[config.mk]
export PLATFORM = sky130hd
export DESIGN_NAME = simd_lane_alu
export DESIGN_NICKNAME = d
export VERILOG_FILES = /design/src/rtl/simd_lane_alu.sv
export SDC_FILE = /design/constraint.sdc
export NUM_CORES = 1
export LEC_CHECK = 0
export ABC_CLOCK_PERIOD_IN_PS = 10500
export BUFFER_PORTS_ARGS = -buffer_cell sky130_fd_sc_hd__buf_2
export CORE_ASPECT_RATIO = 1.5
export CORE_MARGIN = 5
export CORE_UTILIZATION = 65
export DETAILED_ROUTE_END_ITERATION = 10
export GPL_ROUTABILITY_DRIVEN = 0
export PLACE_DENSITY_LB_ADDON = 0.3
export SYNTH_ARGS = -nofsm -noshare
export SYNTH_HDL_FRONTEND = slang
export SYNTH_SLANG_ARGS = --single-unit
[constraint.sdc]
create_clock -name clk -period 10.5 [get_ports clk]
set_clock_uncertainty 0.1 [all_clocks]
set_input_delay 0 -clock clk [delete_from_list [all_inputs] [get_ports clk]]
set_output_delay 0 -clock clk [all_outputs]
set_load 0.01 [all_outputs]
[src/rtl/simd_lane_alu.sv]
module simd_lane_alu (
  input  logic        clk,
  input  logic        rst_n,
  input  logic        in_valid,
  input  logic [2:0]  op,
  input  logic [31:0] a,
  input  logic [31:0] b,
  output logic        res_valid,
  output logic [31:0] res,
  output logic        mul_valid,
  output logic [63:0] mul_res
);
  localparam logic [2:0] OP_ABSD = 3'd0;
  localparam logic [2:0] OP_AVGU = 3'd1;
  localparam logic [2:0] OP_AVGS = 3'd2;
  localparam logic [2:0] OP_POPC = 3'd3;
  localparam logic [2:0] OP_SWAP = 3'd4;
  localparam logic [2:0] OP_MUL  = 3'd5;
  localparam int MUL_LAT = 4;

  logic [31:0] alu_c;
  logic [63:0] prod_c;
  logic        hit_alu, hit_mul;
  logic [63:0] mpipe [MUL_LAT];
  logic [MUL_LAT-1:0] mvld;

  assign hit_alu = in_valid && (op <= OP_SWAP);
  assign hit_mul = in_valid && (op == OP_MUL);

  always_comb begin
    logic [8:0]         s9;
    logic signed [16:0] s17;
    logic [3:0]         cnt;
    alu_c = '0;
    s9    = '0;
    s17   = '0;
    cnt   = '0;
    case (op)
      OP_ABSD:
        for (int i = 0; i < 4; i++)
          alu_c[8*i +: 8] = (a[8*i +: 8] > b[8*i +: 8]) ? a[8*i +: 8] - b[8*i +: 8]
                                                        : b[8*i +: 8] - a[8*i +: 8];
      OP_AVGU:
        for (int i = 0; i < 4; i++) begin
          s9 = {1'b0, a[8*i +: 8]} + {1'b0, b[8*i +: 8]} + 9'd1;
          alu_c[8*i +: 8] = s9[8:1];
        end
      OP_AVGS:
        for (int h = 0; h < 2; h++) begin
          s17 = {a[16*h+15], a[16*h +: 16]} + {b[16*h+15], b[16*h +: 16]} + 17'sd1;
          alu_c[16*h +: 16] = s17[16:1];
        end
      OP_POPC:
        for (int i = 0; i < 4; i++) begin
          cnt = '0;
          for (int k = 0; k < 8; k++) cnt = cnt + {3'd0, a[8*i+k]};
          alu_c[8*i +: 8] = {4'd0, cnt};
        end
      OP_SWAP: alu_c = {a[23:16], a[31:24], a[7:0], a[15:8]};
      default: alu_c = '0;
    endcase
  end

  genvar g;
  generate
    for (g = 0; g < 4; g++) begin : g_prod
      assign prod_c[16*g +: 16] = {8'd0, a[8*g +: 8]} * {8'd0, b[8*g +: 8]};
    end
  endgenerate

  always_ff @(posedge clk) begin
    if (!rst_n) begin
      res_valid <= 1'b0;
      res       <= '0;
      mvld      <= '0;
      for (int s = 0; s < MUL_LAT; s++) mpipe[s] <= '0;
    end else begin
      res_valid <= hit_alu;
      if (hit_alu) res <= alu_c;
      mvld     <= {mvld[MUL_LAT-2:0], hit_mul};
      mpipe[0] <= hit_mul ? prod_c : mpipe[0];
      for (int s = 1; s < MUL_LAT; s++) mpipe[s] <= mpipe[s-1];
    end
  end

  assign mul_valid = mvld[MUL_LAT-1];
  assign mul_res   = mpipe[MUL_LAT-1];
endmodule


==> impl.org, run 1 <==
** Power
- Overall power consumption after layout is estimated at 3880 uW.
- Across the VDD grid, the largest voltage drop is approximately 0.12 mV.
- Power density normalized to cell area :: approximately 160 nW/um^2
- Sw Share :: approximately 36%
- In this run, the clock network consumes between 20 and 30% of the power.
- Portion of total power attributed to sequential cells :: around 30%
- Net switching power figure :: 1410 uW
- The share of total power dissipated in combinational logic is 42.3%.
- Summed over all cells, the static leakage comes to 0.0119 uW.
- The internal power of the cells totals 2470 uW.

** Worst setup path
- For flop-to-flop paths, the worst setup slack is ~9 ns.
- In this run the worst path has a maximum fanout of 9.
- The worst setup path is captured at a register.
- Traced cell by cell, the critical path runs through dlygate4sd3_1 > buf_2 > inv_1 > nor2_1 > fa_1 > fa_1 > inv_1 > fa_1 > fa_1 > inv_1 > ha_1 > o21a_1 > o21ai_0 > a21oi_1 > a41o_1 > o41a_1 > xnor2_1 > a21oi_1.
- Data on the critical path is required at its endpoint by 10.79 ns.
- Together, buffers and inverters on the worst path number 5.
- Type of the worst setup path :: in2reg
- STA puts the critical path data arrival time at ~5.2 ns.
- For this run, the slowest stage of the critical path takes 0.58 ns.
- On the critical path the largest part of the delay comes from adder cells.
- Cell with the most instances on the worst path :: sky130_fd_sc_hd__fa_1
- Worst-path cell with the longest stage delay :: sky130_fd_sc_hd__fa_1
- STA classifies the critical path startpoint as an input pin.

** Detailed routing
- The detail route stage leaves a number of antenna-violating nets equal to 0.
- After detailed routing, the average wire length per cell comes to 18.1 um.
- Dividing the detail-routed via count by the number of cells gives between 5 and 6.
- The routed layout has 17600 vias.
- Total Routed Length :: around 55 mm
- In this run, the number of DRC markers left after iteration 0 of detailed routing was 1200.
- The first detailed-routing pass ran for 6 iterations.
- For this run, design rule violations remaining after detail routing come to 0.

** Die
- Initial Utilization :: roughly two thirds
- For this design the top-level I/O count stands at between 150 and 200.
- In this run the horizontal extent of the chip is roughly 160 um.
- The die covers between 30000 and 40000 um^2.
- The floorplan step set the die height to ~240 um.
- # rows :: 83
- The floorplan step defined a core boundary enclosing ~34000 um^2.

** CTS
- In this run the number of H-tree levels came out at 1.
- TritonCTS built the clock tree.
- Setup fix buffers added after clock tree synthesis :: 0
- Clock-pin slew was measured on the worst setup and hold paths at 0.06 ns.
- The root buffer cell chosen for the clock tree is sky130_fd_sc_hd__clkbuf_16.
- Inserted Clock Buffers :: 27
- Worst-case clock buffer depth :: 3
- TritonCTS sink count :: around 290
- Worst-Skew Late Latency :: about 0.57 ns
- The number of gates resized after CTS was 0.

** Cells and area
- Relative to the synthesized area, the layout overhead comes to 8.18%.
- The post-route netlist has 9.27% of its cells at a drive strength greater than 1.
- Once layout is done, the placed cells without fillers occupy 24200 um^2.
- Highest-count cells in the layout ignoring fill and taps :: sky130_fd_sc_hd__inv_1 (305), sky130_fd_sc_hd__dfxtp_1 (293), sky130_fd_sc_hd__nor2_1 (265)
- The net count of the finished layout is 3105.
- Diode count :: 0
- Leaving out fill and tap cells, the most frequent cell in the layout is sky130_fd_sc_hd__inv_1.
- Measured on the finished design, the core utilization comes to 70.8%.

** Global route
- Number of global-route vias before repair :: 18000
- Pin count of the biggest net entering global routing :: between 150 and 200
- Total overflow reported by the global router :: 0
- The first global-routing pass estimated 89.7 mm of wire.
- The initial antenna violation count was 0.
- Overall global routing resource usage :: between 20% and 30%

** Timing
- Count of final setup violators :: 0
- The max-slew violation count is 0.
- Adding up every negative setup slack in the final design gives 0 ns.
- For this run, the top clock speed supported by timing is 205 MHz.
- Transition time at the pin with the least slew margin :: 1.22 ns
- After layout, the worst path uses 46.4% of the clock period.
- The worst path in the final design needs a cycle of 4.87 ns, including I/O delays and setup.
- Unrepaired setup endpoints after global routing :: no
- Max transition margin :: 18.1%
- Hold Vio Cnt, Final :: 0

** Synth
- Counting every net in the synthesized netlist gives 3029.
- Among all flip-flop cells after synthesis, the most frequent one is sky130_fd_sc_hd__dfxtp_1.
- Synthesis produced a netlist whose cell count is 2535.
- Yosys cell types :: 78
- Count of synthesis-stage warnings from yosys :: 0
- Counting flops with a built-in enable in the synthesized netlist gives 0.
- In this run the cell area of the synthesized design comes to around 22000 um^2.
- Count of state elements after synthesis :: 293
- Sequential cells were found to cover 26.2% of the synthesized design area.
- Average cell area after synthesis :: 8.82 um^2
- Of all flip-flops after synthesis, the portion carrying an async set or reset was 0%.

** Job
- MaxCap Viol Count :: 0

** Place
- Detailed placement ended at an HPWL of 43.1 mm.
- Input/output buffers :: about 170
- Total cell area at the placement stage :: 22900 um^2

** Min path
- The tightest min-delay check is of the in2reg type.

** Outcome
- Outcome :: finished, final reports clean
[per-layer routing]
metal	routed length, um	vias up	part of all wire [%]	GRT usage, %
met2	25600	827	46	46.9
met1	22300	8202	40	35.8
met5	0	-	0	0
met3	4020	236	7.3	3.92
li1	-	8311	-	-
met4	3380	0	6.1	15.5
[tightest hold or removal path: cells and delay by family]
family                 cells  cell delay, ns
and+or+nand+nor            2            0.18
AOI/OAI and AO/OA          2            0.21
buffers and inverters      1            0.23
[cell type report]
| type | count | area [um^2] |
|---|---|---|
| multi-input cells | 1768 | 14400 |
| inverters | 317 | 1190 |
| clock inverters | 18 | 253 |
| repair buffers | 204 | 1200 |
| flip-flops and latches | 293 | 5870 |
| clock buffers | 31 | 721 |
| well taps | 425 | 532 |
| fillers | 2659 | 9980 |
[logic make-up (layout without fill, tap and decap cells)]
logic type / after synthesis / count (layout) / synth area share [%]
XOR/XNOR: 104 / 104 / 4.07
adder cells (fa/ha/maj): 424 / 424 / 29.5
flip-flops: 293 / 293 / 26.2
AO/OA/AOI/OAI: 446 / 446 / 13.2
multiplexers: 33 / 33 / 1.51
AND/OR/NAND/NOR: 761 / 761 / 16.2
buffers and inverters: 474 / 570 / 9.29
[final timing paths]
path / start / end / depth (start not counted)
worst max-delay path: a[9] / mpipe[0][31]$_SDFFE_PN0P_ / 18
worst min-delay path: a[16] / res[24]$_SDFFE_PN0P_ / 5
worst max register to register: res[5]$_SDFFE_PN0P_ / res[5]$_SDFFE_PN0P_ / 4
worst min register to register: mpipe[0][100]$_SDFF_PN0_ / mpipe[0][164]$_SDFF_PN0_ / 1
[power groups by stage]
stage	Combinational (uW)	Sequential, uW	Clock, uW
global route	1850	1170	1130
CTS	1620	1170	1090
floorplan	1220	1190	0
detailed placement	1600	1200	0
global placement	1540	1190	0
finish	1640	1170	1070
[through the flow]
| stage | hold slack, ns | setup slack, ns | std cells |
|---|---|---|---|
| 5_1_grt | 0.0435 | 5.37 | 3056 |
| 4_1_cts | 0.00373 | 5.70 | 3056 |
| 3_5_place_dp | 0.297 | 5.68 | 2975 |
| 3_3_place_gp | 0.299 | 5.82 | 2975 |
| 6_report | 0.0308 | 5.63 | 3056 |
| 2_1_floorplan | 0.0948 | 6.21 | 2535 |
[registers in the layout, summed over array words and instances (netlist names)]
signal,flops
mpipe,256
res,32
mvld,4
res_valid,1
[cell usage after synthesis, drive strengths merged, types with 25 or more instances]
master  number  area (um^2)
a21oi      119          599
inv        306         1150
o21ai      106          531
mux2i       31          310
and2       216         1350
xnor2       72          631
buf         90          632
nand2      171          642
a21boi      27          203
o21bai      25          188
nor3        33          165
xor2        32          280
fa         172         3440
ha         252         3150
clkbuf      67          251
dfxtp      293         5870
nor2       267         1000
[what timing repair did]
action	in CTS	in global routing
hold buffers	32	0
endpoints found under the hold margin	46	0
setup endpoints to repair	0	0
(Power assumes the default switching activity.)
==> inputs of run 2 (changes only) <==
--- a/config.mk
+++ b/config.mk
@@ -5,11 +5,12 @@
 export SDC_FILE = /design/constraint.sdc
 export NUM_CORES = 1
 export LEC_CHECK = 0
-export ABC_CLOCK_PERIOD_IN_PS = 10500
+export ABC_AREA = 1
+export ABC_CLOCK_PERIOD_IN_PS = 5010
 export BUFFER_PORTS_ARGS = -buffer_cell sky130_fd_sc_hd__buf_2
 export CORE_ASPECT_RATIO = 1.5
 export CORE_MARGIN = 5
-export CORE_UTILIZATION = 65
+export CORE_UTILIZATION = 63
 export DETAILED_ROUTE_END_ITERATION = 10
 export GPL_ROUTABILITY_DRIVEN = 0
 export PLACE_DENSITY_LB_ADDON = 0.3
==> constraint.sdc (replaced) <==
create_clock -name clk -period 5.01 [get_ports clk]
set_clock_uncertainty 0.1 [all_clocks]
set_input_delay 0 -clock clk [delete_from_list [all_inputs] [get_ports clk]]
set_output_delay 0 -clock clk [all_outputs]
set_load 0.01 [all_outputs]
==> run 2 against run 1 <==
Compared with the run above:
- sequential cell count stayed put
- final cell count is 35% higher
- sequential share of layout area is 1.9 points lower
- setup slack worse by 4.8 ns
- power is 110% higher
- critical path depth is 1 higher
- count of clock-buffer cells in the layout is 7 higher
- clock power is 87% higher
- core utilization is 3.6 points lower
- area after synthesis is 11% higher
- largest cell class unchanged
==> impl.org, run 2 <==
** Synth
- The area share of fa/ha/maj cells after synthesis came to 26.6% (-2.9 points).
- Yosys cell types :: 42 (-46%)
- The synthesized-area fraction occupied by xor and xnor cells was 1.80% (-2.3 points).
- Post-synth ARST share :: 0% (unchanged)
- sky130_fd_sc_hd__dfxtp_1 takes more of the synthesized area than any other cell.
- Average cell area after synthesis :: 6.90 um^2 (-22%)
- The number of storage elements in the synthesis netlist is 293 (unchanged).
- The simple logic cell fraction of the synthesized area was 22.1% (+5.9 points).
- The area share of the largest cell type after synthesis came to 23.7% (-2.5 points).
- The number of enable-type register cells in the synthesized netlist is 0 (unchanged).
- Among all cell types in the netlist, the one instantiated most often is sky130_fd_sc_hd__nand2_1.
- Ranked by total cell area, the synthesized netlist is headed by sky130_fd_sc_hd__dfxtp_1 (24%), sky130_fd_sc_hd__nand2_1 (15%), sky130_fd_sc_hd__fa_1 (14%).
- Sequential cell area fraction in the yosys report :: 23.7% (-2.5 points)
- The number of warnings issued by yosys was 0 (unchanged).
- Synthesized area :: 24800 um^2 (+11%)
- The multiplexer share of the synthesized area is 0% (-1.5 points).
- Post-synthesis compound-gate area fraction :: 7.55% (-5.6 points)
- Primary flip-flop cell chosen by synthesis mapping :: sky130_fd_sc_hd__dfxtp_1
- Synthesized Nets :: 4084 (+35%)
- Synthesized instance count :: 3590 (+42%)
- After synthesis, the largest family of logic cells by area is adder cells.
- Sorting the synthesized cells by how often they occur yields sky130_fd_sc_hd__nand2_1 (958), sky130_fd_sc_hd__inv_1 (910), sky130_fd_sc_hd__dfxtp_1 (293).

** Die
- The width of the die is 172 um (+6.5%).
- Initial Utilization :: 63.3% (-2.1 points)
- The count of standard-cell rows came to 89 (+7.2%).
- The placeable core region came to 39100 um^2 (+14%).
- Die area :: 43400 um^2 (+13%)
- Vert. Die Dim :: 253 um (+6.6%)
- The number of primary I/O pins came to 168 (unchanged).

** Power
- The worst voltage drop across the vdd grid is 0.297 mV (+140%).
- The standby leakage power was 0.0168 uW (+41%).
- Power density normalized to cell area :: 307 nW/um^2 (+91%)

** Worst setup path
- Worst-path cell chain :: dlygate4sd3_1 > buf_2 > ha_1 > inv_1 > fa_1 > inv_1 > fa_1 > fa_1 > inv_1 > fa_1 > inv_1 > ha_1 > a21oi_1 > a21boi_0 > o21ai_0 > nand2_1 > nand2_1 > o22ai_1 > inv_1
- The startpoint identified for the worst register-to-register timing path is mpipe[0][59]$_SDFFE_PN0P_.
- Cell with the most instances on the worst path :: sky130_fd_sc_hd__inv_1
- The arrival time of data at the critical path endpoint was 4.57 ns (-0.59 ns).
- Worst-path cell with the longest stage delay :: sky130_fd_sc_hd__fa_1
- The largest stage delay on the critical path is 0.55 ns (-0.03 ns).
- Required time at the worst-slack endpoint :: 5.35 ns (-5.44 ns)
- Critical Path Source Type :: input pin
- The worst setup path is captured at a register.
- Gate family responsible for the most delay along the worst path :: adder cells
- The maximum fanout encountered on the critical timing path is 10 (+1).
- The buffer and inverter count on the worst path was 7 (+2).
- Type of the worst setup path :: in2reg
- Origin of the worst setup path :: a[12]

** CTS
- The number of post-CTS setup repair buffers was 0 (unchanged).
- Worst-Skew Late Latency :: 0.55 ns (-0.02 ns)
- CTS tree :: yes
- TritonCTS sink count :: 293 (unchanged)
- Clock Tree Root :: sky130_fd_sc_hd__clkbuf_16
- The maximum clock insertion buffer count came to 3 (unchanged).
- The quantity of gates resized following cts is 0 (unchanged).
- Total number of H-tree levels :: 1 (unchanged)
- The clock-pin transition on the worst setup and hold timing paths was 0.06 ns (about the same).
- The count of hold-fix buffers inserted at cts was 18 (-44%).
- Inserted Clock Buffers :: 28 (+3.7%)

** Outcome
- The flow ran to the end, and the final reports show no timing, DRC or antenna violations.

** Cells and area
- Number of nets in the finished design :: 4105 (+32%)
- Ratio of cells with drive above 1 in the final layout :: 6.28% (-3.0 points)
- mpipe holds more flip-flops than any other register.
- Highest-count cells in the layout ignoring fill and taps :: sky130_fd_sc_hd__nand2_1 (958), sky130_fd_sc_hd__inv_1 (910), sky130_fd_sc_hd__dfxtp_1 (293)
- Biggest registers after layout :: mpipe: 256 flops, res: 32 flops, mvld: 4 flops
- Total non-filler cell area in the finished layout :: 26300 um^2 (+8.6%)
- Layout-stage area growth over the synthesis result :: 6.06%
- Leading cell type in the layout, fill and taps excluded :: sky130_fd_sc_hd__nand2_1
- The number of flip-flops in the largest register was 256 (unchanged).

** Detailed routing
- The count of nets left with antenna violations after detail routing is 0 (unchanged).
- The vias per cell was 5.04 (-12%).
- Via total after detailed routing :: 20800 (+18%)
- Drt pass-1 iters :: 9 (+3)
- The total routed wirelength is 57.0 mm (+3.2%).
- The average detailed-routed wire length per instance came to 13.8 um (-24%).
- Drt drc :: 0 (unchanged)
- Initial detailed-routing violation count :: 1404 (+17%)

** Timing
- The max-slew violation count came to 0 (unchanged).
- Static timing analysis puts the maximum clock frequency at around 240 MHz.
- The final worst-path setup slack is 0.787 ns (-4.85 ns).
- Transition time at the pin with the least slew margin :: 0.887 ns (-0.337 ns)
- Count of final setup violators :: 0 (unchanged)
- Setup repair after global routing left no endpoint under its margin.
- Min Hold Slack :: 0.0479 ns (+0.0171 ns)
- Hold Vio Cnt, Final :: 0 (unchanged)
- Max transition margin :: 40.9% (+23 points)
- The clock period could shrink to roughly 4.2 ns.
- Setup TNS Final :: 0 ns (unchanged)
- The final critical path takes up 84.3% of the cycle.

** Global route
- The maximum number of pins on one net before global-route repair is 98 (-42%).
- Initial antenna violation count :: 1 (+1)
- Met3 demand-to-capacity share in global routing :: 3.03% (-0.89 points)
- Total overflow reported by the global router :: 0 (unchanged)
- The number of global-route vias before repair was 20200 (+12%).
- After global routing, the most crowded layer is met2.
- The met2 capacity usage during global routing is 43.7% (-3.2 points).
- Overall global routing resource usage :: 26.3% (-2.0 points)
- The fraction of met1 tracks used by global routing is 34.6% (-1.3 points).
- The wire length of the first global-routing pass was 95.6 mm (+6.5%).

** Place
- The post-detailed-placement cell area is 25200 um^2 (+10%).
- Placement-stage worst setup slack :: 0.749 ns (-4.93 ns)
- The count of buffers from port buffering came to 167 (unchanged).
- Estimated wirelength of the detail-placed design :: 44.3 mm (+2.6%)

** Min path
- Path type of the worst min-delay path :: in2reg
- Origin of the worst min-delay path :: a[24]

** Job
- MaxCap Viol Count :: 0 (unchanged)
## run 2: where the power goes
| part | internal (uW) | switching, uW |
|---|---|---|
| sequential | 2400 | 21.0 |
| clock | 1130 | 871 |
| combinational | 1330 | 2320 |
## run 2: final cells by class
class,instances,area [um^2]
clock inverter,9,97.6
tap,500,626
sequential,293,5870
clock buffer,38,768
fill,3425,12800
multi-input combinational,2179,14400
inverter,918,3450
antenna,1,2.50
timing repair buffer,191,1070
## run 2: stage by stage
step	utilization [%]	cells	total power [uW]
floorplan	-	3590	5260
global placement	64.5	4063	5980
detailed placement	64.5	4063	6030
CTS	67.2	4128	8090
global route	67.2	4129	8740
finish	67.2	4129	8060
## run 2: logic make-up after synthesis
| logic type | Yosys count |
|---|---|
| compound gates | 339 |
| fa+ha+maj | 424 |
| xor+xnor | 51 |
| simple gates | 1365 |
| flops | 293 |
| buf+inv | 1118 |
## run 2: routing by layer
| layer | up-vias | part of all wire [%] |
|---|---|---|
| met5 | - | 0 |
| met1 | 9295 | 43 |
| met3 | 181 | 6.9 |
| met4 | 0 | 4.8 |
| li1 | 10600 | - |
| met2 | 725 | 46 |
## run 2: worst paths after layout
path	to	slack (ns)	depth (start not counted)
worst min-delay path	res[16]$_SDFFE_PN0P_	0.05	5
worst max register to register	mpipe[0][59]$_SDFFE_PN0P_	4.16	4
worst max-delay path	mpipe[0][27]$_SDFFE_PN0P_	0.79	19
worst min register to register	mpipe[0][155]$_SDFF_PN0_	0.31	2
## run 2: worst reg2reg max path, delay by kind of cell, from the launching register on
kind | cells | cell delay (ns)
flip-flops | 1 | 0.30
AND/OR/NAND/NOR | 1 | 0.05
buffers and inverters | 2 | 0.13
AO/OA/AOI/OAI | 1 | 0.17
